[src/rtl/evt_counter_pair.sv]
module evt_counter_pair #(
  parameter int NSUB = 8,
  parameter int INCW = 6,
  parameter int CW   = 48,
  parameter int THRW = 8
) (
  input  logic                 clk,
  input  logic                 rst_n,
  input  logic [7:0]           ev_code,
  input  logic [NSUB*INCW-1:0] sub_inc,
  input  logic                 frz_in,
  input  logic                 reg_wr,
  input  logic [1:0]           reg_addr,
  input  logic [31:0]          reg_wdata,
  output logic [31:0]          reg_rdata
);
  localparam int SUMW    = INCW + $clog2(NSUB);
  localparam int CMPW    = (SUMW > THRW) ? SUMW : THRW;
  localparam int SUM_MAX = NSUB * ((1 << INCW) - 1);
  localparam int HIW     = CW - 32;

  logic [31:0]     ctl_q;
  logic            frz_q, frz_en_q;
  logic [CW-1:0]   cnt_q;
  logic            hit_q;

  logic [SUMW-1:0] sum;
  logic [CMPW-1:0] sum_w, thr_w;
  logic [NSUB-1:0] mask;
  logic [THRW-1:0] thr;
  logic            sel_ok, thr_nz, ge, hit, frozen, adv, edge_en, inv, en;
  logic [SUMW-1:0] step;
  logic            wr_ctl, wr_box, wr_lo, wr_hi, clr;

  assign mask    = ctl_q[8 +: NSUB];
  assign thr     = ctl_q[31 -: THRW];
  assign edge_en = ctl_q[16];
  assign inv     = ctl_q[17];
  assign en      = ctl_q[18];
  assign sel_ok  = ev_code == ctl_q[7:0];
  assign thr_nz  = |thr;

  always_comb begin
    sum = '0;
    for (int i = 0; i < NSUB; i++)
      if (mask[i]) sum = sum + SUMW'(sub_inc[i*INCW +: INCW]);
  end

  assign sum_w  = CMPW'(sum);
  assign thr_w  = CMPW'(thr);
  assign ge     = sum_w >= thr_w;
  assign hit    = sel_ok && (thr_nz ? (inv ? !ge : ge) : (sum != '0));
  assign frozen = frz_en_q && (frz_q || frz_in);
  assign adv    = en && !frozen;

  always_comb begin
    if (edge_en)      step = SUMW'(hit && !hit_q);
    else if (thr_nz)  step = SUMW'(hit);
    else if (sel_ok)  step = sum;
    else              step = '0;
  end

  assign wr_ctl = reg_wr && reg_addr == 2'd0;
  assign wr_box = reg_wr && reg_addr == 2'd1;
  assign wr_lo  = reg_wr && reg_addr == 2'd2;
  assign wr_hi  = reg_wr && reg_addr == 2'd3;
  assign clr    = wr_box && reg_wdata[1:0] == 2'b10;

  always_ff @(posedge clk or negedge rst_n) begin
    if (!rst_n) begin
      ctl_q    <= '0;
      frz_q    <= 1'b0;
      frz_en_q <= 1'b0;
      hit_q    <= 1'b0;
    end else begin
      hit_q <= hit;
      if (wr_ctl) ctl_q <= reg_wdata;
      if (wr_box) begin
        frz_q    <= reg_wdata[8];
        frz_en_q <= reg_wdata[16];
      end
    end
  end

  always_ff @(posedge clk or negedge rst_n) begin
    if (!rst_n)      cnt_q <= '0;
    else if (clr)    cnt_q <= '0;
    else if (wr_lo)  cnt_q[31:0] <= reg_wdata;
    else if (wr_hi)  cnt_q[CW-1:32] <= reg_wdata[HIW-1:0];
    else if (adv)    cnt_q <= cnt_q + CW'(step);
  end

  always_comb begin
    case (reg_addr)
      2'd0:    reg_rdata = ctl_q;
      2'd1:    reg_rdata = {15'd0, frz_en_q, 7'd0, frz_q, 8'd0};
      2'd2:    reg_rdata = cnt_q[31:0];
      default: reg_rdata = 32'(cnt_q[CW-1:32]);
    endcase
  end

  p_wrap_r1: assert property (@(posedge clk) disable iff (!rst_n)
    ((&cnt_q) && adv && step != '0 && !reg_wr) |=> cnt_q < CW'(SUM_MAX));

  p_step_bound_r2: assert property (@(posedge clk) disable iff (!rst_n)
    (adv && !reg_wr) |=> (cnt_q - $past(cnt_q)) <= CW'(SUM_MAX));

  p_single_step_r3: assert property (@(posedge clk) disable iff (!rst_n)
    (adv && !reg_wr && (thr_nz || edge_en)) |=> (cnt_q - $past(cnt_q)) <= CW'(1));

  p_edge_once_r4: assert property (@(posedge clk) disable iff (!rst_n)
    (adv && !reg_wr && edge_en && hit_q) |=> $stable(cnt_q));

  p_idle_hold_r5: assert property (@(posedge clk) disable iff (!rst_n)
    ((!en || ev_code != ctl_q[7:0]) && !reg_wr) |=> $stable(cnt_q));

  p_freeze_hold_r6: assert property (@(posedge clk) disable iff (!rst_n)
    (frozen && !reg_wr) |=> $stable(cnt_q));

  p_clear_r7: assert property (@(posedge clk) disable iff (!rst_n)
    clr |=> cnt_q == '0);
endmodule

[config.mk]
export PLATFORM = sky130hd
export DESIGN_NAME = evt_counter_pair
export DESIGN_NICKNAME = d
export VERILOG_FILES = /design/src/rtl/evt_counter_pair.sv
export SDC_FILE = /design/constraint.sdc
export NUM_CORES = 1
export LEC_CHECK = 0
export ABC_AREA = 1
export BUFFER_PORTS_ARGS = -buffer_cell sky130_fd_sc_hd__buf_4
export CORE_ASPECT_RATIO = 1.75
export CORE_MARGIN = 2
export CORE_UTILIZATION = 42
export CTS_CLUSTER_DIAMETER = 80
export CTS_CLUSTER_SIZE = 25
export DETAILED_ROUTE_END_ITERATION = 8
export HOLD_SLACK_MARGIN = 0.06
export PLACE_DENSITY = 0.68
export SETUP_SLACK_MARGIN = 0.05
export SYNTH_ARGS = -nofsm -noshare
export SYNTH_HDL_FRONTEND = slang
export SYNTH_SLANG_ARGS = --single-unit
[constraint.sdc]
create_clock -name clk -period 14.1 [get_ports clk]
set_clock_uncertainty 0.05 [all_clocks]
set_input_delay 1.41 -clock clk [delete_from_list [all_inputs] [get_ports clk]]
set_output_delay 1.41 -clock clk [all_outputs]
set_load 0.005 [all_outputs]
== Word-level counts from Yosys, hierarchy flattened ==
Cells that the tools add are included.

* Flip-flop bits (word level): 83
* Latch bits: 0
* RAM bits: 0
* ROM bits: 0
* Output and inout port bits: 32
* Memories kept: 0

* $add $sub $neg: 8
* $mul: 0
* Divide/modulo/power cells: 0
* Order comparisons: 1
* Equality and inequality tests: 7
* Shift-type cells: 0
* Multiplexer cells: 20
* Bitwise operators: 0
* Reductions and logical operators: 20

{| class="wikitable"
|+ Operators by type and width
! operator !! count
|-
| 48-bit 2-to-1 mux || 2
|-
| 32-bit one-hot mux with 3 select lines || 1
|-
| 9-bit 2-to-1 mux || 10
|-
| 32-bit 2-to-1 mux || 2
|-
| 9-bit by 6-bit adder with 9-bit output || 7
|-
| 48-bit by 9-bit adder with 48-bit output || 1
|-
| 16-bit 2-to-1 mux || 2
|-
| 9-bit by 8-bit >= comparator with 1-bit output || 1
|-
| 1-bit logical AND || 9
|-
| 9-bit nonzero test || 1
|-
| 8-bit equality test || 1
|-
| 8-bit OR reduction || 1
|-
| 2-bit equality test, second input constant || 3
|-
| 6-bit 2-to-1 mux || 1
|-
| 3-bit nonzero test || 2
|-
| 2-bit AND reduction || 2
|-
| 1-bit zero test || 3
|-
| 3-bit by 2-bit != test with 1-bit output, second input constant || 1
|-
| 2-bit by 1-bit equality test with 1-bit output, second input constant || 1
|-
| 2-bit zero test || 1
|-
| 1-bit 2-to-1 mux || 2
|-
| 2-bit by 1-bit != test with 1-bit output, second input constant || 1
|-
| 1-bit logical OR || 1
|}

== Depth between registers and ports, before layout ==
* Word-level depth: 27
* Gate-level depth with buffers: 77

== Worst setup path after synthesis ==
Ideal clock, no wire load.

* Path kind: input to register
* Start: input sub_inc[0]
* End: register cnt_q[40]
* Arrival time: 10.682 ns
* Slack: 3.240 ns
* Cell stages on the path: 61
* Path buffers: 0
* Path through: nand2_1 > inv_1 > ha_1 > inv_1 > fa_1 > o21ai_2 > inv_1 > fa_1 > o21ai_2 > inv_1 > fa_1 > xor2_1 > o21ai_0 > ha_1 > a21o_1 > a31oi_1 > xor2_1 > nand2_1 > (+25 left out) > nand2_1 > ha_1 > inv_1 > fa_1 > o21ai_2 > a21oi_2 > o21ai_2 > inv_2 > o21ai_4 > nand2_2 > nor2_4 > nand4_2 > nor3_4 > nand3_2 > o21ai_1 > nand3_1 > o211ai_1 > o21ai_1

* Longest elaborated chain between the ends: 27

{| class="wikitable"
|+ RTL lines
! item !! line !! text
|-
| from (decl) || 10 || <nowiki>input logic [NSUB*INCW-1:0] sub_inc,</nowiki>
|-
| 6-bit 2-to-1 mux * || 46 || <nowiki>if (mask[i]) sum = sum + SUMW'(sub_inc[i*INCW +: INCW]);</nowiki>
|-
| 9-bit by 6-bit adder with 9-bit output || 46 ||
|-
| 9-bit 2-to-1 mux * || 46 ||
|-
| 9-bit by 6-bit adder with 9-bit output || 46 ||
|-
| 9-bit 2-to-1 mux * || 46 ||
|-
| 9-bit by 6-bit adder with 9-bit output || 46 ||
|-
| 9-bit 2-to-1 mux * || 46 ||
|-
| 9-bit by 6-bit adder with 9-bit output || 46 ||
|-
| (+11 left out) || -- ||
|-
| 1-bit logical AND || 52 || <nowiki>assign hit = sel_ok && (thr_nz ? (inv ? !ge : ge) : (sum != '0));</nowiki>
|-
| 9-bit 2-to-1 mux / 1-bit logical AND (equally long branches) || 58, 57 ||
|-
| 9-bit 2-to-1 mux * || 57 || <nowiki>if (edge_en) step = SUMW'(hit && !hit_q);</nowiki>
|-
| 48-bit by 9-bit adder with 48-bit output * || 90 || <nowiki>else if (adv) cnt_q <= cnt_q + CW'(step);</nowiki>
|-
| 48-bit 2-to-1 mux * || 90 ||
|-
| 16-bit 2-to-1 mux * || 89 || <nowiki>else if (wr_hi) cnt_q[CW-1:32] <= reg_wdata[HIW-1:0];</nowiki>
|-
| 16-bit 2-to-1 mux * || 88 || <nowiki>else if (wr_lo) cnt_q[31:0] <= reg_wdata;</nowiki>
|-
| 48-bit 2-to-1 mux * || 87 || <nowiki>else if (clr) cnt_q <= '0;</nowiki>
|-
| to (signal, indexed assignment) || 89 ||
|-
| to (signal assigned) || 90 ||
|-
| to (decl) || 24 || <nowiki>logic [CW-1:0] cnt_q;</nowiki>
|}

Mark *: on every way between the ends. The rest lies on a longest branch, timed or not. The select of a mux whose other input is x is not followed.
A chain may end at the register's enable or synchronous reset.

== Final worst setup path ==
* Start: input sub_inc[0]
* End: register cnt_q[38]

The elaborated chain is that of the path after synthesis.

==> impl_metrics.env <==
export IMPL_core_rowCount=69
export IMPL_power_leakage_nw=5.04
export IMPL_r2r_setup_slack_ps=2540
export IMPL_max_slew_margin_rel=0.204
export IMPL_die_w_um=112
export IMPL_synth_area_leaders="dfrtp_1 24%, nand2_1 12%, ha_1 8.8%"
export IMPL_fin_nets=1521
export IMPL_drive_above_1_share=0.174
export IMPL_async_reset_ff_frac=1.00
export IMPL_viasPerCell=5.56
export IMPL_ys_ff_latch=83
export IMPL_start_util=0.424
export IMPL_worstPathArrival_ps=12210
export IMPL_cts_buffers=9
export IMPL_clk_latency_ps=360
export IMPL_hp_class="reg -> reg"
export IMPL_cp_common_cell="nand2_1"
export IMPL_firstDrtPassIters=5
export IMPL_maxSlewViolCount=0
export IMPL_maxCapViolations=0
export IMPL_fillCellCount=2087
export IMPL_power_density_mw_per_mm2=190
export IMPL_core_area_mm2=0.0202
export IMPL_tns_ps=0
export IMPL_reg2reg_depth=65
export IMPL_wl_per_cell_um=18.4
export IMPL_critPathMaxFanout=6
export IMPL_synth_edf_count=0
export IMPL_post_cts_setup_buffers=0
export IMPL_clkSlewWorstSetupHoldPaths_ps=70
export IMPL_peakVddDrop_uv=96.8
export IMPL_port_buffers=125
export IMPL_area_growth_pct=17.1
export IMPL_timing_final_crit_period_ps=12030
export IMPL_hold_violations=0
export IMPL_ys_warn_count=0
export IMPL_cts_hold_buf=0
export IMPL_yosysTopAreaCell="dfrtp_1"
export IMPL_end_kind="flip-flop"
export IMPL_drc_errors=0
export IMPL_hold_path_depth=2
export IMPL_cts_buffer_depth=2
export IMPL_grt_overflow=0
export IMPL_worstMarginPinSlew_ps=1190
export IMPL_mappedNetlistArea_mm2=0.00857
export IMPL_die_y_um=193
export IMPL_ant_nets=0
export IMPL_synth_nets=1420
export IMPL_setup_viol=0
export IMPL_cts_tree="yes"
export IMPL_grt_pass1_wl_um=46400
export IMPL_vias=8957
export IMPL_synth_cell_types=51
export IMPL_drt_wl_total_um=29700
export IMPL_required_ps=14280
export IMPL_hold_end="ctl_q[22]$_DFFE_PN0P_"
export IMPL_diodes=0
export IMPL_period_share=0.853
export IMPL_grt_pass1_vias=9090
export IMPL_root_buffer="clkbuf_16"
export IMPL_routabilityCongestion=0.969
export IMPL_synthTopCellsByCount="279 x nand2_1, 195 x inv_1, 117 x o21ai_0"
export IMPL_cts_sink_count=83
export IMPL_run_status="completed"
export IMPL_worstSetupPathType="in -> reg"
export IMPL_final_core_util=0.496
export IMPL_drt_iter0_drc=629
export IMPL_rr_endpoint="cnt_q[38]$_DFFE_PN0P_"
export IMPL_synth_sequential_area_ratio=0.242
export IMPL_hold_start="ctl_q[22]$_DFFE_PN0P_"
export IMPL_synth_main_ff_cell="dfrtp_1"
export IMPL_syn_instance_count=1258
export IMPL_cp_start_kind="input pin"
export IMPL_worst_r2r_startpoint="ctl_q[8]$_DFFE_PN0P_"
export IMPL_h_tree_depth=3
export IMPL_cts_resized=0
export IMPL_antenna_found_initial=0
export IMPL_grt_usage=0.277
export IMPL_rsz0062_at_grt="no"
export IMPL_synth_top_area_frac=0.242
export IMPL_grt_max_degree=75
export IMPL_slowest_stage="fa_1"
export IMPL_die_area_mm2=0.0216
export IMPL_cp_slowest_stage_delay_ps=450
export IMPL_yosysMostFrequentCell="nand2_1"
export IMPL_fmax_mhz=83.1
export IMPL_avgSynthCellArea_um2=6.81
export IMPL_io_pins=126
export IMPL_hpwl_um=23800
-- metrics by stage --
step           instances  worst slack (ps)  instance area (um2)  total power, mW  hold WS, ps
2_1_floorplan       1258              3240                 8570             1.29          403
3_3_place_gp        1596              1910                 9690             1.59          417
5_1_grt             1612              1020                10000             2.09          468
6_report            1612              2070                10000             1.90          435
4_1_cts             1612              2030                10000             1.90          440
3_5_place_dp        1596              1690                 9690             1.61          425
-- registers in the layout, summed over array words and instances (netlist names) --
name / flops
cnt_q: 48
ctl_q: 32
frz_en_q: 1
frz_q: 1
hit_q: 1
-- placed cells by master, fill, tap and decap left out, types with 12 or more instances in the layout --
master / Yosys / layout
o221ai_1: 15 / 15
nand2_1: 279 / 278
nor3_1: 21 / 21
or2_2: 16 / 16
o22ai_1: 17 / 17
o21ai_0: 117 / 117
nand4_1: 13 / 13
o21ai_1: 12 / 12
buf_4: 2 / 128
o211ai_1: 24 / 24
nand3_1: 63 / 63
ha_1: 60 / 60
dfrtp_1: 83 / 83
inv_1: 195 / 195
a21oi_1: 67 / 67
nand2_2: 22 / 23
nor2_1: 62 / 62
xor2_1: 42 / 42
-- layout make-up --
class / count / area (um2) / share of cell area
Clock inverter: 4 / 97.6 / 0.00973
Tap cell: 248 / 310 / 0.0309
Sequential cell: 83 / 2080 / 0.207
Inverter: 204 / 766 / 0.0763
Clock buffer: 12 / 246 / 0.0246
Timing Repair Buffer: 128 / 961 / 0.0958
Multi-Input combinational cell: 933 / 5570 / 0.556
-- worst max path at each step --
stage / start / endpoint / slack, ps / cells after the start
final: sub_inc[0] / cnt_q[38]$_DFFE_PN0P_ / 2070 / 66
after global routing: sub_inc[0] / cnt_q[46]$_DFFE_PN0P_ / 1020 / 74
after CTS: sub_inc[0] / cnt_q[38]$_DFFE_PN0P_ / 2030 / 63
after detailed placement: sub_inc[0] / cnt_q[38]$_DFFE_PN0P_ / 1690 / 63
after global placement: sub_inc[0] / cnt_q[42]$_DFFE_PN0P_ / 1910 / 63
after floorplan: sub_inc[0] / cnt_q[40]$_DFFE_PN0P_ / 3240 / 61
-- worst max-delay path: cells and delay by family --
kind,cells,cell delay [ps]
xor+xnor,4,680
simple gates,23,2950
buf+inv,12,770
compound gates,16,2860
fa+ha+maj,11,3520
-- where the power goes --
part	internal, mW	total [mW]	switching, mW	leakage [nW]
Sequential	0.318	0.405	0.0867	1.04
Combinational	0.468	1.22	0.748	3.83
Clock	0.178	0.281	0.103	0.163
-- cells by family after synthesis --
| kind of cell | share of synthesized area |
|---|---|
| muxes | 0.00526 |
| adders and majority gates | 0.106 |
| DFF | 0.242 |
| and+or+nand+nor | 0.293 |
| AOI/OAI and AO/OA | 0.192 |
| xor gates and xnor gates | 0.0532 |
| buffers and inverters | 0.108 |
-- layer usage --
metal | GRT usage | vias up | part of all wire
met3 | 0.0297 | 119 | 0.046
li1 | - | 4343 | -
met2 | 0.532 | 345 | 0.54
met5 | 0 | - | 0
met4 | 0.193 | 0 | 0.076
met1 | 0.276 | 4150 | 0.34
Note: power is estimated with default switching activity, not from simulation.
